--- src/rtl/fpd_pkg.sv ---
package fpd_pkg;

   localparam int CODE_W = 4;

   // fade length in 50 ms units for each time code
   function automatic int code_units(input logic [CODE_W-1:0] c);
      case (c)
         4'hB:    return 20;
         4'hC:    return 40;
         4'hD:    return 80;
         4'hE:    return 120;
         4'hF:    return 160;
         default: return int'(c);
      endcase
   endfunction

   // piecewise-linear 2^(x/32), rescaled so that 0->0 and 255->255
   function automatic logic [7:0] exp_curve(input logic [7:0] x);
      logic [15:0] e;
      logic [23:0] num;
      e   = 16'({1'b1, x[4:0]}) << x[7:5];
      num = 24'(e - 16'd32) * 24'd255;
      return 8'(num / 24'd8032);
   endfunction

endpackage

--- src/rtl/dim_period_ctr.sv ---
module dim_period_ctr #(
   parameter int DW = 8
) (
   input  logic          clk,
   input  logic          rst,
   input  logic          run_i,
   input  logic          tick_i,
   output logic [DW-1:0] cnt_o
);

   always_ff @(posedge clk) begin
      if (rst || !run_i)
         cnt_o <= '0;
      else if (tick_i)
         cnt_o <= cnt_o + 1'b1;
   end


   ctr_step_chk: assert property (@(posedge clk) disable iff (rst)
      (run_i && tick_i) |=> (cnt_o == DW'($past(cnt_o) + 1'b1)));


   ctr_hold_chk: assert property (@(posedge clk) disable iff (rst)
      (run_i && !tick_i) |=> $stable(cnt_o));


   ctr_idle_chk: assert property (@(posedge clk) disable iff (rst)
      !run_i |=> (cnt_o == '0));

endmodule

--- src/rtl/dim_ramp.sv ---
module dim_ramp #(
   parameter int DW         = 8,
   parameter int UNIT_TICKS = 50
) (
   input  logic                      clk,
   input  logic                      rst,
   input  logic                      tick_i,
   input  logic                      fade_en_i,
   input  logic [fpd_pkg::CODE_W-1:0] code_i,
   input  logic [DW-1:0]             target_i,
   output logic [DW-1:0]             level_o
);

   localparam int MAX_SPAN = 160 * UNIT_TICKS;
   localparam int AW       = $clog2(MAX_SPAN + (1 << DW)) + 1;

   logic [DW-1:0] level_q, last_q, delta_q, dist_w;
   logic [AW-1:0] acc_q, acc_sum_w, span_w;
   logic          ramp_q, fade_act_w, restart_w, up_w;

   assign fade_act_w = fade_en_i && (code_i != '0);
   assign span_w     = AW'(fpd_pkg::code_units(code_i) * UNIT_TICKS);
   assign up_w       = target_i > level_q;
   assign dist_w     = up_w ? (target_i - level_q) : (level_q - target_i);
   assign restart_w  = (target_i != last_q) || (!ramp_q && (level_q != target_i));
   assign acc_sum_w  = acc_q + AW'(delta_q);

   always_ff @(posedge clk) begin
      if (rst) begin
         level_q <= '0;
         last_q  <= '0;
         delta_q <= '0;
         acc_q   <= '0;
         ramp_q  <= 1'b0;
      end else begin
         last_q <= target_i;
         if (!fade_act_w) begin
            level_q <= target_i;
            ramp_q  <= 1'b0;
            acc_q   <= '0;
         end else if (restart_w) begin
            ramp_q  <= (dist_w != '0);
            delta_q <= dist_w;
            acc_q   <= '0;
         end else if (ramp_q && tick_i) begin
            if (level_q == target_i) begin
               ramp_q <= 1'b0;
            end else if (AW'(delta_q) > span_w) begin
               level_q <= up_w ? level_q + 1'b1 : level_q - 1'b1;
            end else if (acc_sum_w >= span_w) begin
               level_q <= up_w ? level_q + 1'b1 : level_q - 1'b1;
               acc_q   <= acc_sum_w - span_w;
            end else begin
               acc_q   <= acc_sum_w;
            end
         end
      end
   end

   assign level_o = level_q;


   ramp_unit_step_chk: assert property (@(posedge clk) disable iff (rst)
      fade_act_w |=> ((level_o == $past(level_o)) ||
                      (level_o == DW'($past(level_o) + 1'b1)) ||
                      (level_o == DW'($past(level_o) - 1'b1))));


   jump_follow_chk: assert property (@(posedge clk) disable iff (rst)
      !fade_act_w |=> (level_o == $past(target_i)));


   no_overshoot_chk: assert property (@(posedge clk) disable iff (rst)
      (fade_act_w && !restart_w && (level_q == target_i)) |=> (level_o == $past(target_i)));

endmodule

--- src/rtl/dim_out.sv ---
module dim_out #(
   parameter int DW          = 8,
   parameter bit EXP_SUPPORT = 1'b1
) (
   input  logic          clk,
   input  logic          rst,
   input  logic          run_i,
   input  logic          exp_en_i,
   input  logic [DW-1:0] level_i,
   input  logic [DW-1:0] cnt_i,
   output logic          pwm_o
);

   logic [DW-1:0] duty_w;
   logic          hi_w;

   generate
      if (EXP_SUPPORT) begin : g_curve
         assign duty_w = exp_en_i ? fpd_pkg::exp_curve(level_i) : level_i;
      end else begin : g_linear
         assign duty_w = level_i;
      end
   endgenerate

   assign hi_w = (duty_w == '1) || (cnt_i < duty_w);

   always_ff @(posedge clk) begin
      if (rst)
         pwm_o <= 1'b0;
      else
         pwm_o <= run_i && hi_w;
   end


   gated_low_chk: assert property (@(posedge clk) disable iff (rst)
      !run_i |=> !pwm_o);


   full_on_chk: assert property (@(posedge clk) disable iff (rst)
      (run_i && (duty_w == '1)) |=> pwm_o);


   zero_off_chk: assert property (@(posedge clk) disable iff (rst)
      (duty_w == '0) |=> !pwm_o);


   always_comb begin
      curve_ends_chk: assert (fpd_pkg::exp_curve(8'h00) == 8'h00 &&
                              fpd_pkg::exp_curve(8'hFF) == 8'hFF);
   end

endmodule

--- src/rtl/fade_pwm_dimmer.sv ---
module fade_pwm_dimmer #(
   parameter int NCH         = 4,
   parameter int DW          = 8,
   parameter int UNIT_TICKS  = 50,
   parameter bit EXP_SUPPORT = 1'b1
) (
   input  logic                      clk,
   input  logic                      rst,
   input  logic                      tick_i,
   input  logic                      glob_en_i,
   input  logic [NCH-1:0]            out_en_i,
   input  logic [NCH-1:0]            fade_en_i,
   input  logic [NCH-1:0]            exp_en_i,
   input  logic [fpd_pkg::CODE_W-1:0] fade_code_i,
   input  logic [NCH*DW-1:0]         target_i,
   output logic [NCH-1:0]            pwm_o,
   output logic [NCH*DW-1:0]         level_o
);

   generate
      if (NCH < 1) begin : g_bad_nch
         $error("NCH must be at least 1");
      end
      if (DW != 8) begin : g_bad_dw
         $error("DW must be 8: the period and curve are byte based");
      end
      if (UNIT_TICKS < 1) begin : g_bad_unit
         $error("UNIT_TICKS must be at least 1");
      end
   endgenerate

   logic [DW-1:0] cnt;

   dim_period_ctr #(.DW(DW)) u_ctr (
      .clk   (clk),
      .rst   (rst),
      .run_i (glob_en_i),
      .tick_i(tick_i),
      .cnt_o (cnt)
   );

   for (genvar g = 0; g < NCH; g++) begin : g_ch
      logic [DW-1:0] lvl;

      dim_ramp #(.DW(DW), .UNIT_TICKS(UNIT_TICKS)) u_ramp (
         .clk      (clk),
         .rst      (rst),
         .tick_i   (tick_i),
         .fade_en_i(fade_en_i[g]),
         .code_i   (fade_code_i),
         .target_i (target_i[g*DW +: DW]),
         .level_o  (lvl)
      );

      dim_out #(.DW(DW), .EXP_SUPPORT(EXP_SUPPORT)) u_out (
         .clk     (clk),
         .rst     (rst),
         .run_i   (glob_en_i && out_en_i[g]),
         .exp_en_i(exp_en_i[g]),
         .level_i (lvl),
         .cnt_i   (cnt),
         .pwm_o   (pwm_o[g])
      );

      assign level_o[g*DW +: DW] = lvl;
   end

endmodule

--- config.mk ---
export PLATFORM = sky130hd
export DESIGN_NAME = fade_pwm_dimmer
export DESIGN_NICKNAME = d
export VERILOG_FILES = /design/src/rtl/fpd_pkg.sv /design/src/rtl/dim_period_ctr.sv /design/src/rtl/dim_ramp.sv /design/src/rtl/dim_out.sv /design/src/rtl/fade_pwm_dimmer.sv
export SDC_FILE = /design/constraint.sdc
export NUM_CORES = 2
export LEC_CHECK = 0
export ABC_AREA = 0
export CAP_MARGIN = 20
export CORE_AREA = 5 5 274 383
export DETAILED_ROUTE_END_ITERATION = 12
export DIE_AREA = 0 0 279 388
export DONT_BUFFER_PORTS = 1
export GPL_TIMING_DRIVEN = 0
export PLACE_DENSITY = 0.6
export SYNTH_ARGS = -nofsm -noshare
export SYNTH_HDL_FRONTEND = slang
export SYNTH_SLANG_ARGS = --single-unit
export TNS_END_PERCENT = 100
--- constraint.sdc ---
create_clock -name clk -period 20.8 [get_ports clk]
set_clock_uncertainty 0.2 [all_clocks]
set_input_delay 4.16 -clock clk [delete_from_list [all_inputs] [get_ports clk]]
set_output_delay 4.16 -clock clk [all_outputs]
set_load 0.03 [all_outputs]
# ---- Yosys cells after proc, flatten, opt, wreduce, memory -nomap -nowiden
# Cells that the tools add are included.
dict set report word_totals {
  ff_bits 172
  input_bits 52
  output_inout_bits 36
}
dict set report op_classes {
  add_sub_neg 29
  multipliers 5
  div_mod_pow 4
  order_cmp 16
  eq_ne 37
  n_shift 4
  n_mux 53
  bitwise_logic 12
  n_reduce_logical 71
}
# cell count
set op_table {}
lappend op_table {{two-way mux 8 bit} 36}
lappend op_table {{divider 24 x 13 -> 24 bit, second input constant} 4}
lappend op_table {{multiplier 24 x 8 -> 24 bit, second input constant} 4}
lappend op_table {{subtractor 16 x 6 -> 17 bit, second input constant} 4}
lappend op_table {{!= test 8 bit} 8}
lappend op_table {{left shift 6 x 3 -> 16 bit} 4}
lappend op_table {{subtractor 8 bit} 8}
lappend op_table {{adder 15 x 8 -> 15 bit} 4}
lappend op_table {{greater-or-equal comparator 15 bit} 4}
lappend op_table {{> comparator 8 x 15 -> 1 bit} 4}
lappend op_table {{two-way mux 15 bit} 4}
lappend op_table {{subtractor 15 bit} 4}
lappend op_table {{adder 8 x 1 -> 8 bit, second input constant} 5}
lappend op_table {{case mux 8 bit (5 select lines)} 1}
lappend op_table {{equality test 8 bit} 4}
lappend op_table {{equality test 8 bit, second input constant} 4}
lappend op_table {{> comparator 8 bit} 4}
lappend op_table {{< comparator 8 bit} 4}
lappend op_table {{multiplier 32 x 6 -> 14 bit, second input constant} 1}
lappend op_table {{nonzero test 8 bit} 4}
lappend op_table {{subtractor 8 x 1 -> 8 bit, second input constant} 4}
lappend op_table {{!= test 2 bit, second input constant} 12}
lappend op_table {{equality test 4 bit, second input constant} 5}
lappend op_table {{logical AND 1 bit} 20}
lappend op_table {{12 further kinds} 75}

# ---- Longest topological paths before layout
dict set report depth {
  word_depth 10
  ltp_mapped 73
  ltp_nobuf 62
}

# ---- Cells and area by module
# Synthesis repeated with hierarchy kept, for this count alone.
dict set report unflattened {
  hier_cells 6607
  hier_area_um2 51594.5
}
# mod n_inst cells_per_inst area_per_inst_um2 seq_area_each_um2
set modules_own_cells {}
lappend modules_own_cells {{dim_ramp (g_ch[0].u_ramp ...)} 3 580 4794.6 800.8}
lappend modules_own_cells {{dim_out (g_ch[2].u_out)} 1 1089 8194.1 20.0}
lappend modules_own_cells {{dim_out (g_ch[1].u_out)} 1 1089 8185.4 20.0}
lappend modules_own_cells {{dim_out (g_ch[0].u_out)} 1 1074 8169.1 20.0}
lappend modules_own_cells {{dim_out (g_ch[3].u_out)} 1 993 7593.5 20.0}
lappend modules_own_cells {{dim_ramp (g_ch[3].u_ramp)} 1 580 4698.3 800.8}
lappend modules_own_cells {dim_period_ctr 1 38 345.3 160.2}
lappend modules_own_cells {fade_pwm_dimmer 1 4 25.0 0.0}

# ---- Worst setup path after synthesis
# OpenSTA, ideal clock, no wires.
dict set report synth_timing {
  path_type {register to register}
  start {reg g_ch[1].u_ramp.level_q[5]}
  end {reg g_ch[1].u_out.pwm_o}
  setup_time_ns 0.092
  t_arrival_ns 15.707
  path_slack_ns 4.801
  path_stages_with_launch 61
  n_path_buf 6
  synth_period_minus_slack_ns 15.999
  path_cell_list {dfxtp_1 clkbuf_1 buf_1 a21oi_1 a21oi_1 ha_1 o21a_1 a21oi_1 a211oi_1 xnor2_1 ha_1 a21o_1 fa_1 fa_1 inv_1 fa_1 inv_1 ha_1 [... 25 more ...] o21ai_1 o41a_1 o211a_1 or4_1 clkbuf_1 nand3_1 o31ai_1 nor4_1 nand3_1 o211ai_1 o21ai_0 ha_1 or4_1 nor2_1 nor2_1 nor2_1 nor2_1 o32ai_1}
}
dict set report synth_between {
  elab_chain_cells 8
  word_cells_on_any_way 9
  classes_between {add/sub: 1; mul: 1; div: 1; order compare: 1; eq/ne: 1; shift: 1; mux: 1; reduce/logical: 2}
}
# element line
set synth_rtl {}
lappend synth_rtl {{start, declared} dim_ramp.sv:17} ;# logic [DW-1:0] level_q, last_q, delta_q, dist_w;
lappend synth_rtl {{start signal, assigned} dim_ramp.sv:38} ;# level_q <= target_i;
lappend synth_rtl {{start signal, assigned} dim_ramp.sv:49} ;# level_q <= up_w ? level_q + 1'b1 : level_q - 1'b1;
lappend synth_rtl {{start signal, assigned} dim_ramp.sv:51} ;# level_q <= up_w ? level_q + 1'b1 : level_q - 1'b1;
lappend synth_rtl {{left shift 6 x 3 -> 16 bit} fpd_pkg.sv:21} ;# e = 16'({1'b1, x[4:0]}) << x[7:5];
lappend synth_rtl {{subtractor 16 x 6 -> 17 bit} fpd_pkg.sv:22} ;# num = 24'(e - 16'd32) * 24'd255;
lappend synth_rtl {{multiplier 24 x 8 -> 24 bit} fpd_pkg.sv:22}
lappend synth_rtl {{divider 24 x 13 -> 24 bit} fpd_pkg.sv:23} ;# return 8'(num / 24'd8032);
lappend synth_rtl {{two-way mux 8 bit *} dim_out.sv:19} ;# assign duty_w = exp_en_i ? fpd_pkg::exp_curve(level_i) : level_i;
lappend synth_rtl {{< comparator 8 bit or equality test 8 bit (tied branches)} dim_out.sv:25} ;# assign hi_w = (duty_w == '1) || (cnt_i < duty_w);
lappend synth_rtl {{logical OR 1 bit *} dim_out.sv:25}
lappend synth_rtl {{logical AND 1 bit *} dim_out.sv:31} ;# pwm_o <= run_i && hi_w;
lappend synth_rtl {{end signal, assigned} dim_out.sv:31}
lappend synth_rtl {{end, declared} dim_out.sv:11} ;# output logic pwm_o
# Mark *: on every way between the ends. The rest lies on a longest branch, timed or not.
# A chain may end at the register's enable or synchronous reset.

# ---- Worst setup path after layout
# Same ends and word-level chain as after synthesis.

==> out/qor.yml <==
grt_pass1_vias: 43000
crit_fanout: 10
synth_cell_types: 123
period_minus_slack_ns: 19.27
synth_area_leaders: "ha_1 (12%), fa_1 (11%), dfxtp_1 (7.6%)"
die_x_um: 279
maxSlewViolCount: 0
via_count: 43700
crit_path_start_kind: "register"
postRouteAntennaNets: 0
hold_viol: 0
wirelength_mm: 134
place_inst: 7379
drtPass1Iterations: 6
coreArea_um2: 101000
path_clk_slew_ns: 0.08
dieArea_um2: 108000
hold_path.class: "register to register"
tns_ns: 0
worst_pin_slew_ns: 1.18
gp_congestion: 0.924
critical_path_class: "register to register"
rsz0062_at_grt: "no"
cts_tree: "built"
grt_max_degree: 17
fmax_mhz: 51.9
vias_per_cell: 5.90
timing.final.crit_share_pct: 92.6
post-route-util_pct: 47.3
fin_nets: 6811
overflow: 0
ys_seq_elements: 172
syn_area_per_cell_um2: 7.54
io_buffers: 0
arrival_ns: 19.43
grt_antenna_before_repair: 4
yosysTopAreaCell: "ha_1"
yosys.area.top_type_share_pct: 12.1
yosys_warnings: 0
cts.sinks: 172
ctsHoldBuffers: 0
wl_per_cell_um: 18.0
maxCapViolCount: 0
required_ns: 20.96
cts_root_buf: "clkbuf_16"
rows: 138
grt_pass1_wl_mm: 218
crit_buf_inv: 10
outcome: "complete, no violations"
syn_area_um2: 45100
ios: 88
post_cts_buffers: 0
synthArstFlopShare_pct: 0
start_util_pct: 44.7
htreeDepth: 4
finalSetupViolCount: 0
synth_cells: 5980
maxSlewHeadroom_pct: 19.5
numCtsBuffers: 17
hpwl_mm: 111
ys.flop_type: "dfxtp_1"
slowest_stage: "a211oi_1"
end_kind: "register"
drive_gt1_share_pct: 3.98
slowest_delay_ns: 0.68
grt.total_usage_pct: 23.8
clock_path_buffers: 2
yosys.cell_count.top_type: "inv_1"
drt-initial-drc-count: 2410
ys_top_cells_by_count: "inv_1 (584), nor2_1 (516), nand2_1 (452), ha_1 (435), a21oi_1 (377)"
synth-edff-count: 0
fin_cells: 7414
critPathTopFamily: "compound AO/OA/AOI/OAI gates"
die_h_um: 388
remaining_drc_errors: 0
area_delta_synth_final_pct: 5.74
synth-seq-area-share_pct: 7.63
worstSkewPairLatency_ns: 0.47
-- registers in the layout, indices dropped and copies added (netlist names) --
register             flops
g_ch.u_ramp.last_q      32
g_ch.u_out.pwm_o         4
g_ch.u_ramp.delta_q     32
g_ch.u_ramp.ramp_q       4
u_ctr.cnt_o              8
g_ch.u_ramp.acc_q       60
g_ch.u_ramp.level_o     32
-- layout by cell type, fill, tap and decap left out, types with 30 or more instances in the layout --
master and count:
nand3_1 153, nor4_1 61, conb_1 64, inv_1 584, nor2_1 516, nor3_1 121
mux2_2 49, and2_1 67, o21ai_1 31, xnor2_1 315, mux2i_1 197, xor2_1 193
a2111oi_0 30, o21ai_0 276, o22ai_1 33, a31oi_1 73, nand4_1 69, fa_1 255
o21a_1 66, nor2b_1 58, a211oi_1 133, o211ai_1 66, dfxtp_1 171, o21bai_1 56
clkbuf_1 160, and3_1 54, o31ai_1 41, or3_1 53, a21oi_1 376, ha_1 435
nand2_1 452, nand2b_1 37, or2_2 38, a21o_1 162, buf_2 33
-- per-layer routing --
metal | track usage, % | vias up | share of wire [%]
li1 | - | 21800 | -
met1 | 26.7 | 20800 | 40
met2 | 47.4 | 910 | 54
met3 | 1.32 | 254 | 2.8
met4 | 7.68 | 0 | 3.6
met5 | 0 | - | 0
-- final timing paths --
check,start,endpoint,slack (ns),depth (start not counted)
worst min register to register,g_ch[0].u_ramp.acc_q[14]$_SDFFE_PP0P_,g_ch[0].u_ramp.acc_q[14]$_SDFFE_PP0P_,0.30,2
worst min-delay path,g_ch[0].u_ramp.acc_q[14]$_SDFFE_PP0P_,g_ch[0].u_ramp.acc_q[14]$_SDFFE_PP0P_,0.30,2
worst max-delay path,g_ch[1].u_ramp.level_o[5]$_SDFFE_PP0P_,g_ch[1].u_out.pwm_o$_SDFF_PP0_,1.53,61
worst max register to register,g_ch[1].u_ramp.level_o[5]$_SDFFE_PP0P_,g_ch[1].u_out.pwm_o$_SDFF_PP0_,1.53,61
-- timing repair --
action	in CTS	in global routing
resized for setup	0	2
endpoints found under the setup margin	0	2
hold endpoints to repair	0	0
-- logic make-up (layout without fill, tap and decap cells) --
family | count (synthesis) | in the layout | synth area share [%]
buffers and inverters | 795 | 833 | 6.78
XOR/XNOR | 509 | 509 | 9.90
AND/OR/NAND/NOR | 1790 | 1790 | 19.2
AO/OA/AOI/OAI | 1753 | 1753 | 26.9
flip-flops | 172 | 172 | 7.63
multiplexers | 249 | 249 | 5.71
other | 2 | 68 | 0.0166
adder cells (fa/ha/maj) | 710 | 710 | 23.8
-- cell type report --
class / instances / area [um^2]
diodes: 4 / 10.0
plain buffers: 203 / 838
clock buffers: 20 / 457
clock inverters: 10 / 133
fillers: 10300 / 53100
inverters: 592 / 2220
multi-input cells: 5075 / 38900
flip-flops and latches: 172 / 3440
well taps: 1330 / 1660
repair buffers: 8 / 73.8
-- stage by stage --
stage / area, um^2 / setup slack [ns] / hold slack [ns]
after floorplan: 45300 / 4.80 / 0.261
after global placement: 47000 / 1.07 / 0.279
after detailed placement: 47100 / 1.45 / 0.288
after CTS: 47700 / 1.35 / 0.300
after global routing: 47700 / 0.0881 / 0.338
final: 47700 / 1.53 / 0.302
-- worst min-delay path, stage by stage (launching register included) --
cell,delay (ns)
dfxtp_1,0.33
o21ai_0,0.07
a21oi_1,0.06
Power is left out: the tool's default activity adds up to more than one toggle a clock period on the data nets, which glitch-free logic cannot reach.
